File: src/rtl/gap_pkg.sv
package gap_pkg;
  // Default consecutive strobe-free edges before the short gap is reported.
  localparam int unsigned SHORT_LEN_DEF = 2;
  // Default further edges, counted after the short gap, before the long gap.
  localparam int unsigned LONG_LEN_DEF  = 8;

  // Width of a counter that must hold the values 0 .. limit.
  function automatic int unsigned cnt_width(input int unsigned limit);
    return (limit < 2) ? 1 : $clog2(limit + 1);
  endfunction
endpackage

File: src/rtl/gap_stage.sv
// One saturating count stage. It advances on every edge that has adv high,
// emits a one-cycle pulse when it reaches LIMIT, then holds until cleared.
module gap_stage #(
  parameter int unsigned LIMIT = 2
) (
  input  logic clk,
  input  logic rst_n,
  input  logic clr,
  input  logic adv,
  output logic pulse,
  output logic done
);
  localparam int unsigned CW = gap_pkg::cnt_width(LIMIT);
  localparam logic [CW-1:0] LAST = CW'(LIMIT - 1);
  localparam logic [CW-1:0] TOP  = CW'(LIMIT);

  logic [CW-1:0] cnt_q;

  always_ff @(posedge clk or negedge rst_n) begin
    if (!rst_n) begin
      cnt_q <= '0;
      pulse <= 1'b0;
    end else if (clr) begin
      cnt_q <= '0;
      pulse <= 1'b0;
    end else if (adv && cnt_q != TOP) begin
      cnt_q <= cnt_q + 1'b1;
      pulse <= (cnt_q == LAST);
    end else begin
      pulse <= 1'b0;
    end
  end

  assign done = (cnt_q == TOP);
endmodule

File: src/rtl/gap_detector.sv
module gap_detector #(
  parameter int unsigned SHORT_LEN = gap_pkg::SHORT_LEN_DEF,
  parameter int unsigned LONG_LEN  = gap_pkg::LONG_LEN_DEF
) (
  input  logic clk,
  input  logic rst_n,
  input  logic rd_strobe,
  output logic short_gap,
  output logic long_gap
);
  localparam int unsigned NSTAGE = 2;

  logic [NSTAGE-1:0] st_adv;
  logic [NSTAGE-1:0] st_pulse;
  logic [NSTAGE-1:0] st_done;

  // Stage 0 counts every strobe-free edge; stage 1 is armed by stage 0.
  assign st_adv[0] = 1'b1;
  assign st_adv[1] = st_done[0];

  for (genvar g = 0; g < NSTAGE; g++) begin : g_stage
    localparam int unsigned LIM = (g == 0) ? SHORT_LEN : LONG_LEN;
    gap_stage #(.LIMIT(LIM)) u_stage (
      .clk  (clk),
      .rst_n(rst_n),
      .clr  (rd_strobe),
      .adv  (st_adv[g]),
      .pulse(st_pulse[g]),
      .done (st_done[g])
    );
  end

  assign short_gap = st_pulse[0];
  assign long_gap  = st_pulse[1];
endmodule

File: config.mk
export PLATFORM = sky130hd
export DESIGN_NAME = gap_detector
export DESIGN_NICKNAME = d
export VERILOG_FILES = /design/src/rtl/gap_pkg.sv /design/src/rtl/gap_stage.sv /design/src/rtl/gap_detector.sv
export SDC_FILE = /design/constraint.sdc
export NUM_CORES = 1
export LEC_CHECK = 0
export BUFFER_PORTS_ARGS = -buffer_cell sky130_fd_sc_hd__buf_2
export CORE_AREA = 5 5 42 44
export DETAILED_ROUTE_END_ITERATION = 7
export DIE_AREA = 0 0 47 49
export HOLD_SLACK_MARGIN = 0.1
export PLACE_DENSITY = 0.54
export SLEW_MARGIN = 20
export SYNTH_ARGS = -nofsm -noshare
export SYNTH_HDL_FRONTEND = slang
export SYNTH_HIERARCHICAL = 1
export SYNTH_SLANG_ARGS = --single-unit
File: constraint.sdc
create_clock -name clk -period 1.7 [get_ports clk]
set_input_delay 0.17 -clock clk [delete_from_list [all_inputs] [get_ports clk]]
set_output_delay 0.17 -clock clk [all_outputs]
set_load 0.02 [all_outputs]
== Word level (Yosys, flattened, before mapping) ==
Index checks and enable logic that the tools add are counted.

* Reductions and logical operators: 3
* Divide/modulo/power cells: 0
* Equality and inequality tests: 5
* Bitwise gates (word level): 0
* Magnitude comparators: 0
* Multiply operators: 0
* Shifts and indexed selects: 0
* $add $sub $neg: 2
* Mux-type cells: 8

{| class="wikitable"
|+ Operators with widths
! operator !! number
|-
| $mux W4 || 2
|-
| $add A4 B1 Y4 const B || 1
|-
| $eq A4 B3 Y1 const B || 1
|-
| $mux W1 || 4
|-
| $mux W2 || 2
|-
| $ne A4 B4 Y1 const B || 1
|-
| $reduce_bool A2 Y1 || 2
|-
| $add A2 B1 Y2 const B || 1
|-
| $eq A2 B1 Y1 const B || 1
|-
| $eq A2 B2 Y1 const B || 1
|-
| $ne A2 B2 Y1 const B || 1
|-
| $logic_and A1 B1 Y1 || 1
|}

* ROM bits: 0
* Bits in latches: 0
* Output and inout bits: 2
* Bits in writable memories: 0
* Logic and storage cells: 22
* Register bits after elaboration: 8
* Memories: 0
* Input port bits: 3

== Depth between registers and ports, before layout ==
Gate-level depths: netlist of the first run.

* Word-level depth: 4
* Depth in mapped cells: 5
* Mapped depth without buffers: 5

== By module ==
The synthesis of the first run kept the hierarchy.

{| class="wikitable"
|+ Modules (own cells, without submodules)
! module !! instances !! sequential area each (µm²) !! cells an instance !! area each (µm²)
|-
| gap_stage at g_stage[1].u_stage || 1 || 125.1 || 26 || 269.0
|-
| gap_stage at g_stage[0].u_stage || 1 || 75.1 || 14 || 166.4
|-
| gap_detector || 1 || 0.0 || 1 || 3.8
|}

== Worst setup path before layout of the first run ==
No wires, ideal clock.

* Path type: register to register
* Start: register g_stage[0].u_stage.cnt_q[0]
* End: register g_stage[0].u_stage.cnt_q[1]
* Setup time: 0.095 ns
* Data required time: 1.605 ns
* Slack: 0.411 ns
* Data arrival time: 1.194 ns
* Cell stages (with the launch flop): 5
* Clock period less this slack: 1.289 ns
* Path buffers: 0
* Cells stage by stage: dfrtp_1 inv_1 ha_1 or4b_1 o31ai_1

* Word-level cells in the longest chain between the ends: 3
* Elaborated cells between the ends (all ways): 5
* Classes of those cells: 1 x add/sub; 1 x eq/ne; 2 x mux; 1 x reduce/logical

{| class="wikitable"
|+ Ends and longest elaborated chain
! item !! RTL line !! source
|-
| from (decl) || gap_stage.sv:17 || <nowiki>logic [CW-1:0] cnt_q;</nowiki>
|-
| from (signal assigned) || gap_stage.sv:27 || <nowiki>cnt_q <= cnt_q + 1'b1;</nowiki>
|-
| $add A2 B1 Y2 || gap_stage.sv:27 ||
|-
| $mux W2 || gap_stage.sv:26 || <nowiki>end else if (adv && cnt_q != TOP) begin</nowiki>
|-
| $mux W2 || gap_stage.sv:23 || <nowiki>end else if (clr) begin</nowiki>
|}

Parallel ways exist; a longest one is shown, timed or not. The select of a mux whose other input is x is not followed.
A chain may end at the register's enable or synchronous reset.

== Final worst setup path of the first run ==
* Start: register g_stage[0].u_stage.cnt_q[0]
* End: register g_stage[0].u_stage.cnt_q[0]

The elaborated chain is that of the path after synthesis.

==> results of run 1 <==
==> stage by stage <==
step / cell area (um^2) / hold WS (ps) / setup slack [ps] / instances
after floorplan: 439 / -126 / 411 / 41
after global placement: 479 / 22.5 / 353 / 61
after detailed placement: 479 / 25.5 / 325 / 61
after CTS: 512 / 200 / 315 / 65
after global routing: 512 / 213 / 208 / 65
final: 512 / 218 / 322 / 65
==> per-layer routing <==
| layer | global-route usage (%) | wire length, um | vias to the layer above |
|---|---|---|---|
| met2 | 7.69 | 267 | 7 |
| li1 | - | - | 150 |
| met5 | 0 | 0 | - |
| met3 | 3.32 | 39 | 5 |
| met1 | 12.1 | 385 | 132 |
| met4 | 9.68 | 42 | 0 |
==> placed cells by master, fill, tap and decap left out, types with 2 or more instances in the layout <==
cell,instances
sky130_fd_sc_hd__nand2b_1,2
sky130_fd_sc_hd__inv_1,4
sky130_fd_sc_hd__clkbuf_4,3
sky130_fd_sc_hd__nor2_1,4
sky130_fd_sc_hd__conb_1,2
sky130_fd_sc_hd__dfrtp_1,8
sky130_fd_sc_hd__ha_1,4
sky130_fd_sc_hd__buf_2,4
sky130_fd_sc_hd__nand2_1,2
==> final cells by class <==
class                      count  share of cell area [%]
inverter                       4                    2.93
sequential                     8                    39.1
tap                           16                    3.91
timing repair buffer           5                    5.87
clock buffer                   3                    4.40
multi-input combinational     29                    43.8
==> sequential cells by signal (all words and copies together), names as in the netlist <==
name                   cells
g_stage.u_stage/pulse      2
g_stage.u_stage/cnt_q      6
==> power by group through the flow <==
stage	clock, W	combinational [W]	sequential, W
2_1_floorplan	0	0.0000345	0.000210
3_3_place_gp	0	0.0000519	0.000210
3_5_place_dp	0	0.0000528	0.000210
4_1_cts	0.000163	0.0000550	0.000207
5_1_grt	0.000175	0.0000619	0.000208
6_report	0.000154	0.0000548	0.000207
==> how the worst max path moves through the flow <==
stage	from	end
after floorplan	g_stage[0].u_stage/cnt_q[0]	g_stage[0].u_stage/cnt_q[1]
after global placement	g_stage[0].u_stage/cnt_q[0]	g_stage[0].u_stage/cnt_q[1]
after detailed placement	g_stage[0].u_stage/cnt_q[0]	g_stage[0].u_stage/cnt_q[0]
after CTS	g_stage[0].u_stage/cnt_q[0]	g_stage[0].u_stage/cnt_q[0]
after global routing	g_stage[0].u_stage/cnt_q[0]	g_stage[0].u_stage/cnt_q[0]
final	g_stage[0].u_stage/cnt_q[0]	g_stage[0].u_stage/cnt_q[0]
==> summary by stage, run 1 <==
Critical path
The critical path crosses 4 cells after its start point. The worst register-to-register path has a setup slack of 320 ps. STA classifies the critical path endpoint as a register. The cell type of the slowest stage on the worst timing path is sky130_fd_sc_hd__dfrtp_1. The critical path goes through inv_1 > ha_1 > nor2b_1 > mux2_1. The startpoint class of the critical path is a register. In this run the worst path has a maximum fanout of 5. The required time at the worst-slack endpoint is around 1800 ps. The critical path's top delay family is flip-flops.

The end of the worst register-to-register path is g_stage[0].u_stage/cnt_q[0]. The type of the worst setup path is reg2reg. The worst register-to-register path begins at g_stage[0].u_stage/cnt_q[0]. The worst endpoint data arrival time is ~1500 ps.

The logic depth of the worst register-to-register path is 4. The largest single stage delay on the critical path is around 380 ps. The number of buffers and inverters on the critical path is 1.

Synthesis
During synthesis, Yosys emitted a total of 6 warnings. The area of the mapped netlist is 435 um^2. In the synthesized netlist, the number of instances is 40. A synthesized cell averages between 10 and 15 um^2.

Detailed routing
The detailed router finished its first iteration with 3 violations. The number of iterations in the first detailed-routing pass is 2. The detail route stage leaves a number of antenna-violating nets equal to 0. Wires add up to approximately 740 um. Detailed routing inserted a total of a little under 300 vias. Dividing the detail-routed wire length by the instance count gives 11.3 um. After detailed routing, the number of vias per cell comes to about 4.5. The number of DRC violations after detailed routing is 0.

Layout
The area growth from synthesis to layout is 17.5%. The fill cell instance count of the final layout is 161. Cells fill between 30 and 40% of the core in the end. The sequential cell area is around 200 um^2. The repair_antennas step left the layout with diodes totalling 0.

The share of layout cells above drive strength 1 is 22.4%. In the final design database the tool counted 58 nets. In the final layout, the multi-input gates occupy between 200 and 250 um^2.

Clock network
After clock tree synthesis, the flow added hold-fix buffers numbering 1. The tree is rooted in a sky130_fd_sc_hd__clkbuf_4. TritonCTS built the clock tree. In this run, post-CTS repair resized a total of 0 instances. The latest clock arrival within the worst-skew pair is 260 ps. The number of CTS-inserted buffers is 3.

CTS saw 8 sinks. The clock passes through at most 2 buffers. The number of setup buffers added after CTS is 0. The clock input transition at the sequential cells of the worst setup and hold paths is about 60 ps. In this run the number of H-tree levels came out at 1.

Min path
For hold timing, the worst endpoint is g_stage[1].u_stage/cnt_q[2]. The worst min-delay path category is in2reg. The worst hold path was traced through 2 stages. The startpoint identified for the worst hold timing path is rd_strobe.

Floorplan
The floorplan has 14 rows. The core region is between 1000 and 1500 um^2. The floorplan step set the die width to between 40 and 50 um. The initial core utilization is between 30 and 40%. The area of the die is about 2300 um^2.

5 I/O pins were placed. The vertical die dimension is 49 um.

Timing
The final hold violation count is 0. The setup total negative slack is 0 ps. The number of setup violations in the final report is 0.

The number of max-slew violations in the final report is 0. On the final layout, the worst clock skew is roughly 6.0 ps. The maximum clock frequency is ~0.73 GHz. The time the final worst path needs with I/O delays and setup is between 1000 and 1500 ps. The final period utilization is about four fifths.

Setup repair after global routing left no endpoint under its margin.

Pwr
The power density over the cells is approximately 810 nW/um^2. The worst-case IR drop observed on VDD is around 320 uV. Combinational cells account for about an eighth of the total power. For this design the total switching power over the nets is about 0.00011 W. The design draws 0.000416 W. The share of total power dissipated in sequential elements is 49.7%. The internal portion of the total power is roughly 0.00031 W.

Of the total power, the share spent switching nets is approximately a quarter. Summed over all cells, the static leakage comes to 0.246 nW. The fraction of power consumed by the clock network is a little under two fifths.

Global route
Entering global routing, the biggest net connects 13 pins. The number of antenna violations at the first check in global routing is 0. The first global-routing pass estimated roughly 1.2 mm of wire.

The via count of the first global-routing pass is approximately 260. The global routing usage summed across all routing layers is 8.37%. After global routing the overflow that remains totals 0.

Run status
The run finished with clean final reports.

Job
The tool flagged a number of max-cap violations equal to 0.

Place
The port buffer count is 4. The routability congestion estimate is 0.696. The HPWL reported at the end of detailed placement is 525 um.
No activity file was read; power rests on OpenSTA's default activity.
==> run 2: changes to the inputs <==
==> constraint.sdc (replaced) <==
create_clock -name clk -period 1.3 [get_ports clk]
set_input_delay 0.13 -clock clk [delete_from_list [all_inputs] [get_ports clk]]
set_output_delay 0.13 -clock clk [all_outputs]
set_load 0.02 [all_outputs]
==> run 2 against run 1 <==
  * The run now ends with negative setup slack left
  * Combinational power rose by 130%
  * Clock power rose by 21%
  * Design area rose by 20%
  * Global-route usage fell by 0.27 points
  * Largest cell class unchanged
==> summary by stage, run 2 (synthesis results as in run 1) <==
Critical path
The critical path's top delay family is simple AND/OR/NAND/NOR gates. The cell type of the slowest stage on the worst timing path is sky130_fd_sc_hd__or4b_4. The largest incremental delay on the critical path is 490 ps. Traced cell by cell, the critical path runs through inv_2 > ha_4 > or4b_4 > o31ai_4. The required time at the worst-slack endpoint is about 1500 ps. The buffer and inverter count on the worst path is 1. STA puts the critical path data arrival time at about 1500 ps. The critical path capture point type is a register. The startpoint class of the critical path is a register. The type of the worst setup path is reg2reg.

Along the worst path, the maximum fanout reaches 2.

Global route
The first global-routing pass estimated between 1 and 1.5 mm of wire. Entering global routing, the biggest net connects 13 pins. Global routing used 8.10% of the available tracks. The via count of the first global-routing pass is ~300. The number of antenna violations at the first check in global routing is 0. For this run the aggregate overflow at the end of global routing stands at 0.

Pwr
Summed over all nets, the switching power comes to about 0.00015 W. The combinational fraction of design power is a little over a fifth. VDD sags by at most 510 uV.

The power density over the cells is between 900 and 1000 nW/um^2. Internal power comes to 0.000436 W. In this run the static leakage power is 0.292 nW. The fraction of power consumed by the clock network is between 30 and 40%. The part of the total power dissipated in sequential elements is between 40% and 50%. Net switching is approximately a quarter of the power.

Floorplan
The vertical die dimension is between 40 and 50 um. Measured along the x axis, the die boundary spans about 47 um. 5 I/O pins were placed. The initial core utilization is 31.1%. The core area is around 1400 um^2. The die covers 2300 um^2. The initialized floorplan defines 14 standard-cell rows.

Run status
The flow ran to the end, but the final reports show violations. The checks that failed: negative setup slack.

Layout
The area of all placed cells without fillers is 614 um^2. Relative to the synthesized area, the layout overhead comes to 41.1%. The number of flip-flops under the largest register name is 6. g_stage.u_stage/cnt_q holds more flip-flops than any other register. The final design utilization is 43.8%. Leaving out fill and tap cells, the most frequent cells in the layout are sky130_fd_sc_hd__dfrtp_1 (8), sky130_fd_sc_hd__buf_4 (8), sky130_fd_sc_hd__nor2_1 (4), sky130_fd_sc_hd__buf_2 (4), sky130_fd_sc_hd__clkbuf_4 (3). The net total in the final layout is 66. In the final layout, the registers with the most flip-flops are g_stage.u_stage/cnt_q (6), g_stage.u_stage/pulse (2). The number of antenna diodes is 0.

The share of layout cells above drive strength 1 is roughly 44%. The fill cell instance count of the final layout is 145.

Clock network
TritonCTS built the clock tree. The later pin in the worst-skew pair is clocked with a latency of 250 ps. CTS built an H-tree with a depth of 1. After clock tree synthesis, the clock-pin slew on the worst setup and hold paths is ~50 ps.

The clock tree root driver cell is sky130_fd_sc_hd__clkbuf_4. The clock sink total is 8. The number of clock buffers added by TritonCTS is 3.

The longest clock path from root to sink contains 2 buffers.

Detailed routing
The final route contains about 330 vias. In this run the remaining antenna-violating nets after routing total 0. The number of iterations in the first detailed-routing pass is 1. The detailed router finished its first iteration with 0 violations.

The detailed-route wire length is 794 um. The via-per-instance ratio is approximately 4.5. The final routed wire length divided by cell count is roughly 11 um. After detailed routing, the number of remaining DRC violations is 0.

Timing
Across all setup checks in the final design, the least slack found is -1.62 ps. The number of max-slew violations in the final report is 0. For this run, the top clock speed supported by timing is roughly 0.77 GHz. Setup repair after global routing could not meet its margin everywhere. Clock skew on the completed layout was measured at 2.05 ps.

Setup total negative slack on the finished layout was measured at -1.62 ps. Setup violations remaining at the end of the flow were counted as 1. The routed design could run at a clock period as short as around 1300 ps. The final hold violation count came to 0. The final period utilization is 100%.

Place
The pre-CTS worst setup slack is -20.2 ps. The port buffer count is 4. At the end of routability-driven placement, the weighted congestion stood at between 0.6 and 0.7. Detailed placement finished with a half-perimeter wire length of 540 um. In this run the cell area measured after placement is 524 um^2.

Job
The number of maximum-capacitance constraint violations is 0.

Min path
The worst min-delay path category is in2reg.
==> run 2: changes by cell type in the layout (fill, tap and decap cells not counted), moves of 2 or more <==
cell                    before  now
sky130_fd_sc_hd__buf_4       0    8
sky130_fd_sc_hd__inv_1       4    2
sky130_fd_sc_hd__inv_2       0    2
sky130_fd_sc_hd__ha_4        0    2
sky130_fd_sc_hd__ha_1        4    2
==> run 2: worst paths after layout <==
check / slack (ps) / from / depth (start not counted) / to
hold reg to reg: 510 / g_stage[1].u_stage/cnt_q[3] / 1 / g_stage[1].u_stage/pulse
setup / recovery: -2 / g_stage[0].u_stage/cnt_q[0] / 4 / g_stage[0].u_stage/cnt_q[1]
hold / removal: 200 / rd_strobe / 2 / g_stage[1].u_stage/cnt_q[2]
min in group asynchronous: 250 / rst_n / 2 / g_stage[1].u_stage/cnt_q[3]
setup reg to reg: -2 / g_stage[0].u_stage/cnt_q[0] / 4 / g_stage[0].u_stage/cnt_q[1]
max in group asynchronous: 880 / rst_n / 2 / g_stage[1].u_stage/cnt_q[0]
==> run 2: final cells by class <==
class	instances	area (um^2)	area share, %
Timing Repair Buffer	13	90.1	14.7
Clock buffer	3	22.5	3.67
Inverter	4	15.0	2.44
Multi-Input combinational cell	29	267	43.4
Sequential cell	8	200	32.6
Tap cell	16	20.0	3.26
==> run 2: what timing repair did <==
action                     in CTS  in global routing
resized for setup               3                  6
hold endpoints to repair        8                  0
pin swaps                       2                  3
hold buffers                    1                  0
setup endpoints to repair       1                  3
setup buffers                   1                  1
==> run 2: power groups by stage <==
stage / clock network (W) / registers (W) / logic (W)
3_3_place_gp: 0 / 0.000270 / 0.0000897
3_5_place_dp: 0 / 0.000270 / 0.0000898
6_report: 0.000187 / 0.000269 / 0.000126
4_1_cts: 0.000198 / 0.000268 / 0.000104
2_1_floorplan: 0 / 0.000274 / 0.0000451
5_1_grt: 0.000216 / 0.000269 / 0.000142
==> run 2: metrics by stage <==
stage	instances	hold slack [ps]	total power, W
2_1_floorplan	41	-166	0.000319
3_3_place_gp	67	-14.0	0.000359
3_5_place_dp	67	-13.7	0.000360
4_1_cts	72	166	0.000570
5_1_grt	73	222	0.000628
6_report	73	205	0.000582
==> run 2: metal layers <==
layer	GRT usage, %	part of all wire, %
met3	6.64	6.4
met1	9.71	44
met4	1.38	0
met2	11.3	50
met5	0	0
==> run 3: changes to the inputs <==
--- a/config.mk
+++ b/config.mk
@@ -7,6 +7,7 @@
 export LEC_CHECK = 0
 export BUFFER_PORTS_ARGS = -buffer_cell sky130_fd_sc_hd__buf_2
 export CORE_AREA = 5 5 42 44
+export CTS_BUF_LIST = sky130_fd_sc_hd__clkbuf_8
 export DETAILED_ROUTE_END_ITERATION = 7
 export DIE_AREA = 0 0 47 49
 export HOLD_SLACK_MARGIN = 0.1
==> run 3 against run 2 <==
  * Critical path depth stayed put
  * Setup slack gained 2.2 ps
  * Die area unchanged
  * The flow now finishes without violations
  * Largest cell class unchanged
  * Non-clock buffer count stayed put
  * Power grew 18%
  * Count of clock-buffer cells in the layout is the same
  * Hold slack improved by 29 ps
  * First-iteration DRC count did not move
  * Sequential share of layout area fell by 0.97 points
==> summary by stage, run 3 (synthesis results as in run 1) <==
Min path
The launch instance of the worst min-delay path is rd_strobe. The worst min-delay path category is in2reg.

Critical path
Traced cell by cell, the critical path runs through inv_2 > ha_4 > or4b_4 > o31ai_4. The largest incremental delay on the critical path is slightly below 500 ps. The startpoint class of the critical path is a register. The required time at the worst-slack endpoint is 1430 ps. In this run the worst setup path begins at g_stage[0].u_stage/cnt_q[0]. Among all stages on the critical path, the largest delay is contributed by sky130_fd_sc_hd__or4b_4.

The buffer and inverter count on the worst path is 1. The worst setup path is captured at a register. The maximum fanout along the worst path is 2. The setup path with the least slack is of type reg2reg.

The critical register-to-register path startpoint is g_stage[0].u_stage/cnt_q[0]. The critical path's top delay family is simple AND/OR/NAND/NOR gates. STA puts the critical path data arrival time at between 1000 and 1500 ps.

Pwr
The worst ir drop on vdd is roughly 700 uV. For this design the ratio of total power to cell area is between 1000 and 1500 nW/um^2. The sum of internal, switching and leakage power is between 0.0006 and 0.0007 W. The leakage power is between 0.2 and 0.3 nW.

Layout
The register with the most flip-flops in the layout has 6 of them. Cells with a size suffix above 1 make up between 40% and 50% of the layout. In the layout the commonest cells are sky130_fd_sc_hd__dfrtp_1 (8), sky130_fd_sc_hd__buf_4 (8), sky130_fd_sc_hd__nor2_1 (4), sky130_fd_sc_hd__buf_2 (4), sky130_fd_sc_hd__clkbuf_8 (3). The number of antenna diodes is 0.

The area growth from synthesis to layout is 45.4%. The final design utilization is between 40% and 50%. In the final layout, the registers with the most flip-flops are g_stage.u_stage/cnt_q (6), g_stage.u_stage/pulse (2). The filler cells instantiated in the layout total 143.

Ranked by flip-flop count, first place goes to g_stage.u_stage/cnt_q. For this run, the post-layout net count is 66.

Global route
The aggregate global routing overflow is 0. The via count of the first global-routing pass was 315. The global routing usage summed across all routing layers is roughly 8.5%. The number of antenna violations at the first check in global routing is 0. The pin count of the biggest net entering global routing is 13. The global-route wire length before repair is approximately 1.4 mm.

Timing
The number of max-slew violations in the final report is 0. Setup repair after global routing could not meet its margin everywhere. Derived from the worst setup path, the maximum achievable clock frequency is about 0.77 GHz. The final period utilization is approximately 100%.

The setup total negative slack is 0 ps. The maximum clock skew at final layout is around 2.6 ps. Subtracting the final worst setup slack from the clock period gives between 1000 and 1500 ps. The final worst setup slack is 0.572 ps. The final hold violation count was 0. Setup violations remaining at the end of the flow were counted as 0.

Place
Buffers placed on the I/O ports in this run total 4. The HPWL reported at the end of detailed placement is about 540 um. Routability-driven placement finished with a final weighted congestion of about 0.65. OpenSTA, run right after detailed placement, puts the worst setup slack at -20.2 ps.

Run status
The flow ran to the end, and the final reports show no timing, DRC or antenna violations.

Clock network
TritonCTS built the clock tree. CTS built an H-tree with a depth of 1. At the later pin of the worst-skew pair, clock insertion delay measures 220 ps. The clock input transition at the sequential cells of the worst setup and hold paths is 40 ps. In this run the clock root is driven by a sky130_fd_sc_hd__clkbuf_8. Counting along the longest clock path gives a buffer depth of 2. The number of CTS-inserted buffers is 3. The clock drives 8 sinks.

Floorplan
The core area is 1400 um^2. The vertical die dimension is around 50 um. The die covers 2300 um^2. Measured along the x axis, the die boundary spans ~47 um. Once the floorplan was initialized, standard cells occupied a little under a third of the core. During I/O placement, the number of pins put on the boundary was 5. The site row count is 14.

Detailed routing
The detailed-route wire length is ~830 um. The number of iterations in the first detailed-routing pass is 1. The via-per-instance ratio is 4.53. In this run the remaining antenna-violating nets after routing total 0.

The number of DRC violations after detailed routing is 0. The final routed wire length divided by cell count is between 10 and 15 um. The detailed router placed 331 vias in this run. The detailed router finished its first iteration with 0 violations.

Job
The number of maximum-capacitance constraint violations is 0.
==> run 3: cell counts in the layout (fill, tap and decap cells not counted) <==
No cell type changed its count.
==> run 3: per-layer routing <==
layer	vias up	part of all wire [%]	routed length [um]	GRT usage (%)
li1	167	-	-	-
met1	158	43	361	9.71
met2	6	51	428	12.7
met3	0	5.2	43	6.64
met4	0	0	0	1.38
met5	-	0	0	0
==> run 3: worst paths after layout <==
kind	end	slack, ps	depth (start not counted)
setup / recovery	g_stage[0].u_stage/cnt_q[1]	0.6	4
hold / removal	g_stage[1].u_stage/cnt_q[2]	230	2
setup reg to reg	g_stage[0].u_stage/cnt_q[1]	0.6	4
hold reg to reg	g_stage[1].u_stage/pulse	510	1
max in group asynchronous	g_stage[1].u_stage/cnt_q[0]	860	2
min in group asynchronous	g_stage[1].u_stage/cnt_q[3]	280	2
==> run 3: timing repair <==
item / in CTS / in global routing
endpoints found under the setup margin: 1 / 3
gates resized for setup: 3 / 6
buffers inserted: 1 / 1
hold endpoints to repair: 8 / 0
pin swaps: 2 / 3
hold buffers: 1 / 0
==> run 3: layout make-up <==
cell class / count / area, um^2 / share of cell area [%]
multi-input cells: 29 / 267 / 42.1
flip-flops and latches: 8 / 200 / 31.6
repair buffers: 13 / 90.1 / 14.2
clock buffers: 3 / 41.3 / 6.52
well taps: 16 / 20.0 / 3.16
inverters: 4 / 15.0 / 2.37
==> run 3: per-stage QoR <==
step	area (um^2)	std cells	hold slack, ps
after global routing	633	73	259
after global placement	524	67	-14.0
after CTS	596	72	199
after detailed placement	524	67	-13.7
after floorplan	439	41	-166
final	633	73	233
==> run 3: power breakdown <==
part	internal, W	switching [W]	leakage [nW]
registers	0.000262	0.00000784	0.110
logic	0.0000697	0.0000571	0.168
clock network	0.000200	0.0000903	0.0216
total	0.000531	0.000155	0.300
